[config.mk]
export PLATFORM = sky130hd
export DESIGN_NAME = xlat_unit
export DESIGN_NICKNAME = d
export VERILOG_FILES = /design/src/rtl/xlat_pkg.sv /design/src/rtl/xlat_tcache.sv /design/src/rtl/xlat_perm.sv /design/src/rtl/xlat_unit.sv
export SDC_FILE = /design/constraint.sdc
export NUM_CORES = 1
export LEC_CHECK = 0
export BUFFER_PORTS_ARGS = -buffer_cell sky130_fd_sc_hd__buf_4
export CORE_MARGIN = 1
export CORE_UTILIZATION = 40
export CTS_BUF_LIST = sky130_fd_sc_hd__clkbuf_16
export DETAILED_ROUTE_END_ITERATION = 16
export PLACE_DENSITY = 0.65
export SYNTH_ARGS = -nofsm -noshare
export SYNTH_HDL_FRONTEND = slang
export SYNTH_SLANG_ARGS = --single-unit
[constraint.sdc]
create_clock -name clk -period 6.37 [get_ports clk]
set_input_delay 1.274 -clock clk [delete_from_list [all_inputs] [get_ports clk]]
set_output_delay 1.274 -clock clk [all_outputs]
set_load 0.1 [all_outputs]
[src/rtl/xlat_pkg.sv]
package xlat_pkg;
    localparam int PAGE_BITS      = 12;
    localparam int PTE_W          = 32;
    localparam int PTE_VALID_BIT  = 31;
    localparam int PTE_RIGHTS_LSB = 29;

    typedef enum logic [1:0] {
        ACC_FETCH = 2'd0,
        ACC_LOAD  = 2'd1,
        ACC_STORE = 2'd2,
        ACC_RSVD  = 2'd3
    } acc_kind_t;

    typedef enum logic [1:0] {
        FLT_NONE = 2'd0,
        FLT_PAGE = 2'd1,
        FLT_PROT = 2'd2,
        FLT_RSVD = 2'd3
    } fault_t;

    typedef enum logic [1:0] {
        ST_IDLE  = 2'd0,
        ST_FETCH = 2'd1,
        ST_WAIT  = 2'd2
    } xlat_state_t;
endpackage

[src/rtl/xlat_tcache.sv]
module xlat_tcache #(
    parameter int ENTRIES = 16,
    parameter int CTX_W   = 4,
    parameter int VPN_W   = 20,
    parameter int PPN_W   = 16
) (
    input  logic             clk,
    input  logic             rst_n,
    input  logic             flush,
    input  logic [CTX_W-1:0] lk_ctx,
    input  logic [VPN_W-1:0] lk_vpn,
    output logic             lk_hit,
    output logic [PPN_W-1:0] lk_ppn,
    output logic [1:0]       lk_rights,
    input  logic             ins_en,
    input  logic [CTX_W-1:0] ins_ctx,
    input  logic [VPN_W-1:0] ins_vpn,
    input  logic [PPN_W-1:0] ins_ppn,
    input  logic [1:0]       ins_rights
);
    localparam int IDX_W = (ENTRIES > 1) ? $clog2(ENTRIES) : 1;

    logic [ENTRIES-1:0] ent_v;
    logic [CTX_W-1:0]   ent_ctx    [ENTRIES];
    logic [VPN_W-1:0]   ent_vpn    [ENTRIES];
    logic [PPN_W-1:0]   ent_ppn    [ENTRIES];
    logic [1:0]         ent_rights [ENTRIES];
    logic [ENTRIES-1:0] match;
    logic [IDX_W-1:0]   rr_ptr;
    logic [IDX_W-1:0]   victim;
    logic               all_full;

    for (genvar g = 0; g < ENTRIES; g++) begin : g_match
        assign match[g] = ent_v[g] && (ent_ctx[g] == lk_ctx) && (ent_vpn[g] == lk_vpn);
    end

    assign lk_hit   = |match;
    assign all_full = &ent_v;

    always_comb begin
        lk_ppn    = '0;
        lk_rights = '0;
        for (int i = 0; i < ENTRIES; i++) begin
            if (match[i]) begin
                lk_ppn    = lk_ppn | ent_ppn[i];
                lk_rights = lk_rights | ent_rights[i];
            end
        end
    end

    always_comb begin
        victim = rr_ptr;
        for (int i = ENTRIES - 1; i >= 0; i--) begin
            if (!ent_v[i]) victim = IDX_W'(i);
        end
    end

    always_ff @(posedge clk) begin
        if (!rst_n || flush) begin
            ent_v  <= '0;
            rr_ptr <= '0;
        end else if (ins_en) begin
            ent_v[victim] <= 1'b1;
            if (all_full)
                rr_ptr <= (rr_ptr == IDX_W'(ENTRIES - 1)) ? '0 : rr_ptr + 1'b1;
        end
    end

    always_ff @(posedge clk) begin
        if (ins_en && !flush) begin
            ent_ctx[victim]    <= ins_ctx;
            ent_vpn[victim]    <= ins_vpn;
            ent_ppn[victim]    <= ins_ppn;
            ent_rights[victim] <= ins_rights;
        end
    end

    // context and page tags never match two entries at once
    p_single_match_r7: assert property (@(posedge clk) disable iff (!rst_n)
        $onehot0(match));

    // the cycle after a flush nothing can hit
    p_flush_empties_r9: assert property (@(posedge clk) disable iff (!rst_n)
        flush |=> !lk_hit);
endmodule

[src/rtl/xlat_perm.sv]
module xlat_perm
    import xlat_pkg::*;
#(
    parameter int PA_W  = 28,
    parameter int PPN_W = 16
) (
    input  acc_kind_t            kind,
    input  logic [PAGE_BITS-1:0] offset,
    input  logic                 pte_valid,
    input  logic [1:0]           rights,
    input  logic [PPN_W-1:0]     ppn,
    output fault_t               fault,
    output logic [PA_W-1:0]      paddr
);
    logic deny;

    assign deny = ((kind == ACC_STORE) && !rights[0]) ||
                  ((kind == ACC_FETCH) && !rights[1]);

    always_comb begin
        if (!pte_valid)  fault = FLT_PAGE;
        else if (deny)   fault = FLT_PROT;
        else             fault = FLT_NONE;
        paddr = (fault == FLT_NONE) ? {ppn, offset} : '0;
    end
endmodule

[src/rtl/xlat_unit.sv]
module xlat_unit
    import xlat_pkg::*;
#(
    parameter int VA_W    = 32,
    parameter int PA_W    = 28,
    parameter int CTX_W   = 4,
    parameter int ENTRIES = 16
) (
    input  logic             clk,
    input  logic             rst_n,
    input  logic             flush,
    input  logic [CTX_W-1:0] ctx,
    input  logic [PA_W-1:0]  pt_base,
    input  logic             req_valid,
    output logic             req_ready,
    input  logic [1:0]       req_kind,
    input  logic [VA_W-1:0]  req_vaddr,
    output logic             rsp_valid,
    output logic [PA_W-1:0]  rsp_paddr,
    output logic [1:0]       rsp_fault,
    output logic             pt_rd_valid,
    output logic [PA_W-1:0]  pt_rd_addr,
    input  logic             pt_rd_data_valid,
    input  logic [PTE_W-1:0] pt_rd_data
);
    localparam int VPN_W = VA_W - PAGE_BITS;
    localparam int PPN_W = PA_W - PAGE_BITS;

    xlat_state_t state, state_nx;

    logic [VA_W-1:0]  q_vaddr;
    logic [CTX_W-1:0] q_ctx;
    acc_kind_t        q_kind;
    logic             accept;
    logic             lk_hit;
    logic [PPN_W-1:0] lk_ppn;
    logic [1:0]       lk_rights;
    logic             ins_en;

    acc_kind_t            c_kind;
    logic [PAGE_BITS-1:0] c_off;
    logic                 c_valid;
    logic [1:0]           c_rights;
    logic [PPN_W-1:0]     c_ppn;
    fault_t               c_fault;
    logic [PA_W-1:0]      c_paddr;

    assign req_ready = (state == ST_IDLE) && !flush;
    assign accept    = req_valid && req_ready;
    assign ins_en    = (state == ST_WAIT) && pt_rd_data_valid && pt_rd_data[PTE_VALID_BIT];

    xlat_tcache #(.ENTRIES(ENTRIES), .CTX_W(CTX_W), .VPN_W(VPN_W), .PPN_W(PPN_W)) u_cache (
        .clk        (clk),
        .rst_n      (rst_n),
        .flush      (flush),
        .lk_ctx     (ctx),
        .lk_vpn     (req_vaddr[VA_W-1:PAGE_BITS]),
        .lk_hit     (lk_hit),
        .lk_ppn     (lk_ppn),
        .lk_rights  (lk_rights),
        .ins_en     (ins_en),
        .ins_ctx    (q_ctx),
        .ins_vpn    (q_vaddr[VA_W-1:PAGE_BITS]),
        .ins_ppn    (pt_rd_data[PPN_W-1:0]),
        .ins_rights (pt_rd_data[PTE_RIGHTS_LSB+1:PTE_RIGHTS_LSB])
    );

    always_comb begin
        if (state == ST_IDLE) begin
            c_kind   = acc_kind_t'(req_kind);
            c_off    = req_vaddr[PAGE_BITS-1:0];
            c_valid  = 1'b1;
            c_rights = lk_rights;
            c_ppn    = lk_ppn;
        end else begin
            c_kind   = q_kind;
            c_off    = q_vaddr[PAGE_BITS-1:0];
            c_valid  = pt_rd_data[PTE_VALID_BIT];
            c_rights = pt_rd_data[PTE_RIGHTS_LSB+1:PTE_RIGHTS_LSB];
            c_ppn    = pt_rd_data[PPN_W-1:0];
        end
    end

    xlat_perm #(.PA_W(PA_W), .PPN_W(PPN_W)) u_perm (
        .kind      (c_kind),
        .offset    (c_off),
        .pte_valid (c_valid),
        .rights    (c_rights),
        .ppn       (c_ppn),
        .fault     (c_fault),
        .paddr     (c_paddr)
    );

    always_comb begin
        state_nx = state;
        unique case (state)
            ST_IDLE:  if (accept && !lk_hit) state_nx = ST_FETCH;
            ST_FETCH: state_nx = ST_WAIT;
            ST_WAIT:  if (pt_rd_data_valid) state_nx = ST_IDLE;
            default:  state_nx = ST_IDLE;
        endcase
    end

    always_ff @(posedge clk) begin
        if (!rst_n) state <= ST_IDLE;
        else        state <= state_nx;
    end

    assign pt_rd_valid = (state == ST_FETCH);
    assign pt_rd_addr  = pt_base + PA_W'({q_vaddr[VA_W-1:PAGE_BITS], 2'b00});

    always_ff @(posedge clk) begin
        if (!rst_n) begin
            rsp_valid <= 1'b0;
            rsp_paddr <= '0;
            rsp_fault <= FLT_NONE;
            q_vaddr   <= '0;
            q_ctx     <= '0;
            q_kind    <= ACC_LOAD;
        end else begin
            rsp_valid <= 1'b0;
            if (accept) begin
                q_vaddr <= req_vaddr;
                q_ctx   <= ctx;
                q_kind  <= acc_kind_t'(req_kind);
            end
            if ((accept && lk_hit) || ((state == ST_WAIT) && pt_rd_data_valid)) begin
                rsp_valid <= 1'b1;
                rsp_paddr <= c_paddr;
                rsp_fault <= c_fault;
            end
        end
    end

    // no request is taken while a table read is outstanding
    p_busy_during_read_r10: assert property (@(posedge clk) disable iff (!rst_n)
        pt_rd_valid |-> !req_ready);

    // a hit answers next cycle without touching the table
    p_hit_next_cycle_r6: assert property (@(posedge clk) disable iff (!rst_n)
        (accept && lk_hit) |=> (rsp_valid && !pt_rd_valid));

    // a miss issues its table read the next cycle
    p_miss_reads_r2: assert property (@(posedge clk) disable iff (!rst_n)
        (accept && !lk_hit) |=> (pt_rd_valid && !rsp_valid));

    // the page offset survives translation
    p_offset_kept_r1: assert property (@(posedge clk) disable iff (!rst_n)
        (rsp_valid && rsp_fault == FLT_NONE) |-> (rsp_paddr[PAGE_BITS-1:0] == q_vaddr[PAGE_BITS-1:0]));

    // faulting responses carry a zero address
    p_fault_zero_addr_r3: assert property (@(posedge clk) disable iff (!rst_n)
        (rsp_valid && rsp_fault != FLT_NONE) |-> (rsp_paddr == '0));
endmodule

==> flow_summary.rst <==
.. list-table::
   :header-rows: 1

   * - Metric
     - Value
   * - Nets in the synthesized netlist
     - 2180
   * - Via count of the first global-routing pass
     - 18.6k
   * - Kind of cell adding the most delay to the critical path
     - compound AO/OA/AOI/OAI gates
   * - Clock latency reported for the late side of the worst-skew pair
     - 630 ps
   * - Number of warnings issued by yosys
     - 0
   * - Fraction of final layout cells sized beyond drive strength 1
     - 0.153
   * - Final worst-path setup slack
     - 813 ps
   * - Number of buffers inserted during clock tree synthesis
     - 77
   * - Synth Flop Type
     - sky130_fd_sc_hd__edfxtp_1
   * - Clk Tree Root Cell
     - sky130_fd_sc_hd__clkbuf_16
   * - Count of boundary I/O pins
     - 164
   * - Mapped cell area
     - 0.0312 mm²
   * - Category of the worst setup path capture point
     - output port
   * - Peak VDD IR
     - 0.000163 V
   * - Worst reg2reg path depth
     - 10
   * - CTS sink cnt
     - 763
   * - Post-Route Setup TNS
     - 0 ps
   * - First-pass iteration count of the detailed router
     - 8
   * - Required time of the worst setup path
     - 5100 ps
   * - Cell-internal power
     - 7.97 mW
   * - Category of the critical setup timing path
     - in2out
   * - Pre-CTS setup slack
     - 853 ps
   * - Crit Reg-Reg Endpoint
     - u_cache.ent_ctx[1][2]$_DFFE_PP_
   * - Leakage
     - 12.1 nW
   * - CTS Hold Bufs
     - 0
   * - Area of the core region
     - 0.0773 mm²
   * - Startpoint of the worst-slack reg-to-reg timing path
     - u_cache.rr_ptr[0]$_SDFFE_PP0P_
   * - Post-DP HPWL
     - 52000 µm
   * - Share of total power in the clock network
     - 0.403
   * - Gr usage total
     - 0.227
   * - Max Cap Viol
     - 0
   * - Sequential Power Share
     - 0.527
   * - Horizontal die dimension
     - 281 µm
   * - RePlAce Congestion
     - 0.865
   * - Worst Hold Path Cells
     - 0
   * - Transition at the pin with the smallest max-transition slack
     - 1220 ps
   * - DRC violations left
     - 0
   * - Average routed wire per standard cell
     - 26.9 µm
   * - Highest cell delay on the worst timing path
     - 590 ps
   * - Signed area change from the synthesized netlist to the final layout
     - 15.4%
   * - Final setup violating endpoints
     - 0
   * - Total routed wirelength
     - 89900 µm
   * - Worst hold path startpoint
     - q_vaddr[31]$_SDFFE_PN0P_
   * - Post-CTS setup buffer count
     - 0
   * - Maximum number of pins on one net before global-route repair
     - 48
   * - Gate Count Post-Synth
     - 2055
   * - Count of H-tree levels built during CTS
     - 3
   * - Initial antenna violation count
     - 3
   * - Cell with the largest stage delay on the worst path
     - sky130_fd_sc_hd__o41ai_1
   * - Mean number of vias per cell
     - 5.69
   * - Clock tree from TritonCTS
     - built
   * - GR Overflow Total
     - 0
   * - WP data arrival
     - 4280 ps
   * - PwrDens
     - 288 mW/mm²
   * - Switching Fraction
     - 0.231
   * - Row cnt
     - 102
   * - Kind of start point of the critical path
     - input port
   * - RSZ-0062 raised after global routing
     - no
   * - Power share of the combinational group
     - 0.070
   * - Port bufs
     - 146
   * - Diodes inserted
     - 0
   * - Series of cell instances along the critical path
     - buf_4 > ha_1 > inv_1 > fa_1 > nor2b_1 > o21a_1 > o31a_1 > a2111oi_0 > o41ai_1 > a21oi_1 > o21bai_1 > nand3_1 > xnor2_1 > buf_4
   * - Max Fclk
     - 180 MHz
   * - Final Util
     - 0.465
   * - Post-synth ARST share
     - 0
   * - Final Skew
     - 27.5 ps
   * - First-pass GRT wire length
     - 128000 µm
   * - Final hold vios
     - 0
   * - Worst-case register-to-register setup slack
     - 2450 ps
   * - Via total after detailed routing
     - 19.0k
   * - Library cell appearing most often on the critical path
     - sky130_fd_sc_hd__buf_4
   * - Clock tree buffer depth
     - 3
   * - #FFs+latches synth
     - 763
   * - Resized cells post-CTS
     - 0
   * - Final worst-path cycle share
     - 0.872
   * - Endpoint, Worst Hold
     - u_cache.ent_vpn[10][19]$_DFFE_PP_
   * - Initial core utilization
     - 0.403
   * - Hold Crit Class
     - reg2reg
   * - Cell taking the most area after synthesis
     - sky130_fd_sc_hd__edfxtp_1
   * - Max Slew Vio Count
     - 0
   * - Net total in the final layout
     - 2366
   * - Total Die Area
     - 0.0791 mm²
   * - Final critical path time including I/O delays and setup
     - 5560 ps
   * - Syn avg cell area
     - 15.2 µm²
   * - Clock transition at the registers of the reported paths
     - 70 ps
   * - EDFF count, synth
     - 672
   * - Sequential cell area fraction in the yosys report
     - 0.705
   * - Run status
     - finished clean
   * - Net switching power
     - 2.39 mW
   * - Area share of the leading cell type in the synthesized netlist
     - 0.647
   * - Chip height
     - 281 µm
   * - Post-DRT Antenna Nets
     - 0
   * - Iteration-0 DRC count of the detailed router
     - 2183
   * - Layout filler cell count
     - 6718
   * - Max_slew headroom
     - 0.183
   * - Critical Path Fanout Max
     - 4
   * - Worst path buffer plus inverter count
     - 3
   * - Synth area leaders
     - sky130_fd_sc_hd__edfxtp_1, sky130_fd_sc_hd__xnor2_1, sky130_fd_sc_hd__dfxtp_1
   * - Count of different cell masters after synthesis
     - 62
==> per-stage QoR <==
step	std cells	instance area (µm²)	hold WS [ps]	power [mW]
after floorplan	2055	31200	441	6.04
after global placement	3202	33700	418	6.27
after detailed placement	3202	33700	416	6.29
after CTS	3342	36000	414	10.4
after global routing	3342	36000	423	10.6
final	3342	36000	435	10.4
==> power by group through the flow <==
stage	Combinational [mW]	Sequential, mW	Clock, mW
finish	0.726	5.46	4.18
global route	0.761	5.46	4.42
CTS	0.725	5.46	4.23
detailed placement	0.723	5.57	0
global placement	0.709	5.57	0
floorplan	0.459	5.58	0
==> cell usage after synthesis (6+ instances only) <==
cell,n
sky130_fd_sc_hd__clkbuf_1,42
sky130_fd_sc_hd__a22oi_1,42
sky130_fd_sc_hd__buf_4,13
sky130_fd_sc_hd__a31oi_1,7
sky130_fd_sc_hd__edfxtp_1,672
sky130_fd_sc_hd__a21oi_1,35
sky130_fd_sc_hd__a32o_1,16
sky130_fd_sc_hd__a222oi_1,18
sky130_fd_sc_hd__nand4_1,85
sky130_fd_sc_hd__a21boi_0,39
sky130_fd_sc_hd__nor2b_1,9
sky130_fd_sc_hd__nor2_1,43
sky130_fd_sc_hd__buf_2,33
sky130_fd_sc_hd__xnor2_1,306
sky130_fd_sc_hd__o21ai_0,21
sky130_fd_sc_hd__o21a_1,8
sky130_fd_sc_hd__ha_1,21
sky130_fd_sc_hd__nand3_1,30
sky130_fd_sc_hd__a21o_1,6
sky130_fd_sc_hd__nor4_1,28
sky130_fd_sc_hd__xor2_1,101
sky130_fd_sc_hd__dfxtp_1,91
sky130_fd_sc_hd__nor4_4,9
sky130_fd_sc_hd__and3_1,23
sky130_fd_sc_hd__inv_1,14
sky130_fd_sc_hd__a22o_1,46
sky130_fd_sc_hd__a221oi_1,32
sky130_fd_sc_hd__nor3_1,17
sky130_fd_sc_hd__nand2_1,154
sky130_fd_sc_hd__nand2b_1,23
sky130_fd_sc_hd__buf_6,9
==> layer usage <==
metal  wire length [µm]  up-vias  GRT usage
met5                 23        -          0
met4               1990        4     0.0659
met3               7600      144     0.0336
met2              44900      923      0.387
met1              35400     9802      0.299
li1                   -     8144          -
==> placed cells by master, fill, tap and decap left out, drive strengths merged, types with 30 or more instances in the layout <==
master,Yosys,routed
edfxtp,672,672
xnor2,306,306
buf,60,209
nand2,154,154
xor2,101,101
dfxtp,91,91
nand4,85,85
clkbuf,42,81
a22o,46,46
nor2,43,43
a22oi,42,42
nor4,41,41
a21boi,39,39
inv,14,37
a21oi,35,35
clkinv,0,34
a221oi,32,32
nand3,30,30
==> cell families (layout without fill, tap and decap cells) <==
| group | Yosys count | count (layout) | synth area share |
|---|---|---|---|
| compound gates | 294 | 294 | 0.0725 |
| fa+ha+maj | 22 | 22 | 0.00906 |
| mux | 3 | 3 | 0.00100 |
| buf+inv | 116 | 363 | 0.0190 |
| flops | 763 | 763 | 0.705 |
| simple gates | 450 | 450 | 0.0790 |
| xor+xnor | 407 | 407 | 0.114 |
==> worst max-delay path by stage <==
stage	startpoint	end	slack (ps)	cells after the start
after floorplan	pt_base[2]	pt_rd_addr[24]	210	12
after global placement	pt_base[2]	pt_rd_addr[24]	870	14
after detailed placement	pt_base[2]	pt_rd_addr[26]	850	14
after CTS	pt_base[2]	pt_rd_addr[26]	830	14
after global routing	pt_base[2]	pt_rd_addr[26]	560	14
final	pt_base[2]	pt_rd_addr[26]	810	14
==> registers in the layout, indices dropped and copies added (netlist names), 4 cells and up <==
name,flops
u_cache.ent_ppn,256
q_vaddr,32
u_cache.ent_ctx,64
u_cache.ent_rights,32
rsp_paddr,28
u_cache.ent_v,16
q_ctx,4
u_cache.rr_ptr,4
u_cache.ent_vpn,320
==> area by class of cell <==
class / instances / area, µm² / area share
sequential: 763 / 22000 / 0.611
multi-input combinational: 1176 / 8750 / 0.243
clock buffer: 81 / 2030 / 0.0563
timing repair buffer: 209 / 1580 / 0.0439
tap: 1040 / 1300 / 0.0361
clock inverter: 59 / 282 / 0.00782
inverter: 14 / 52.6 / 0.00146
Note: power is estimated with default switching activity, not from simulation.
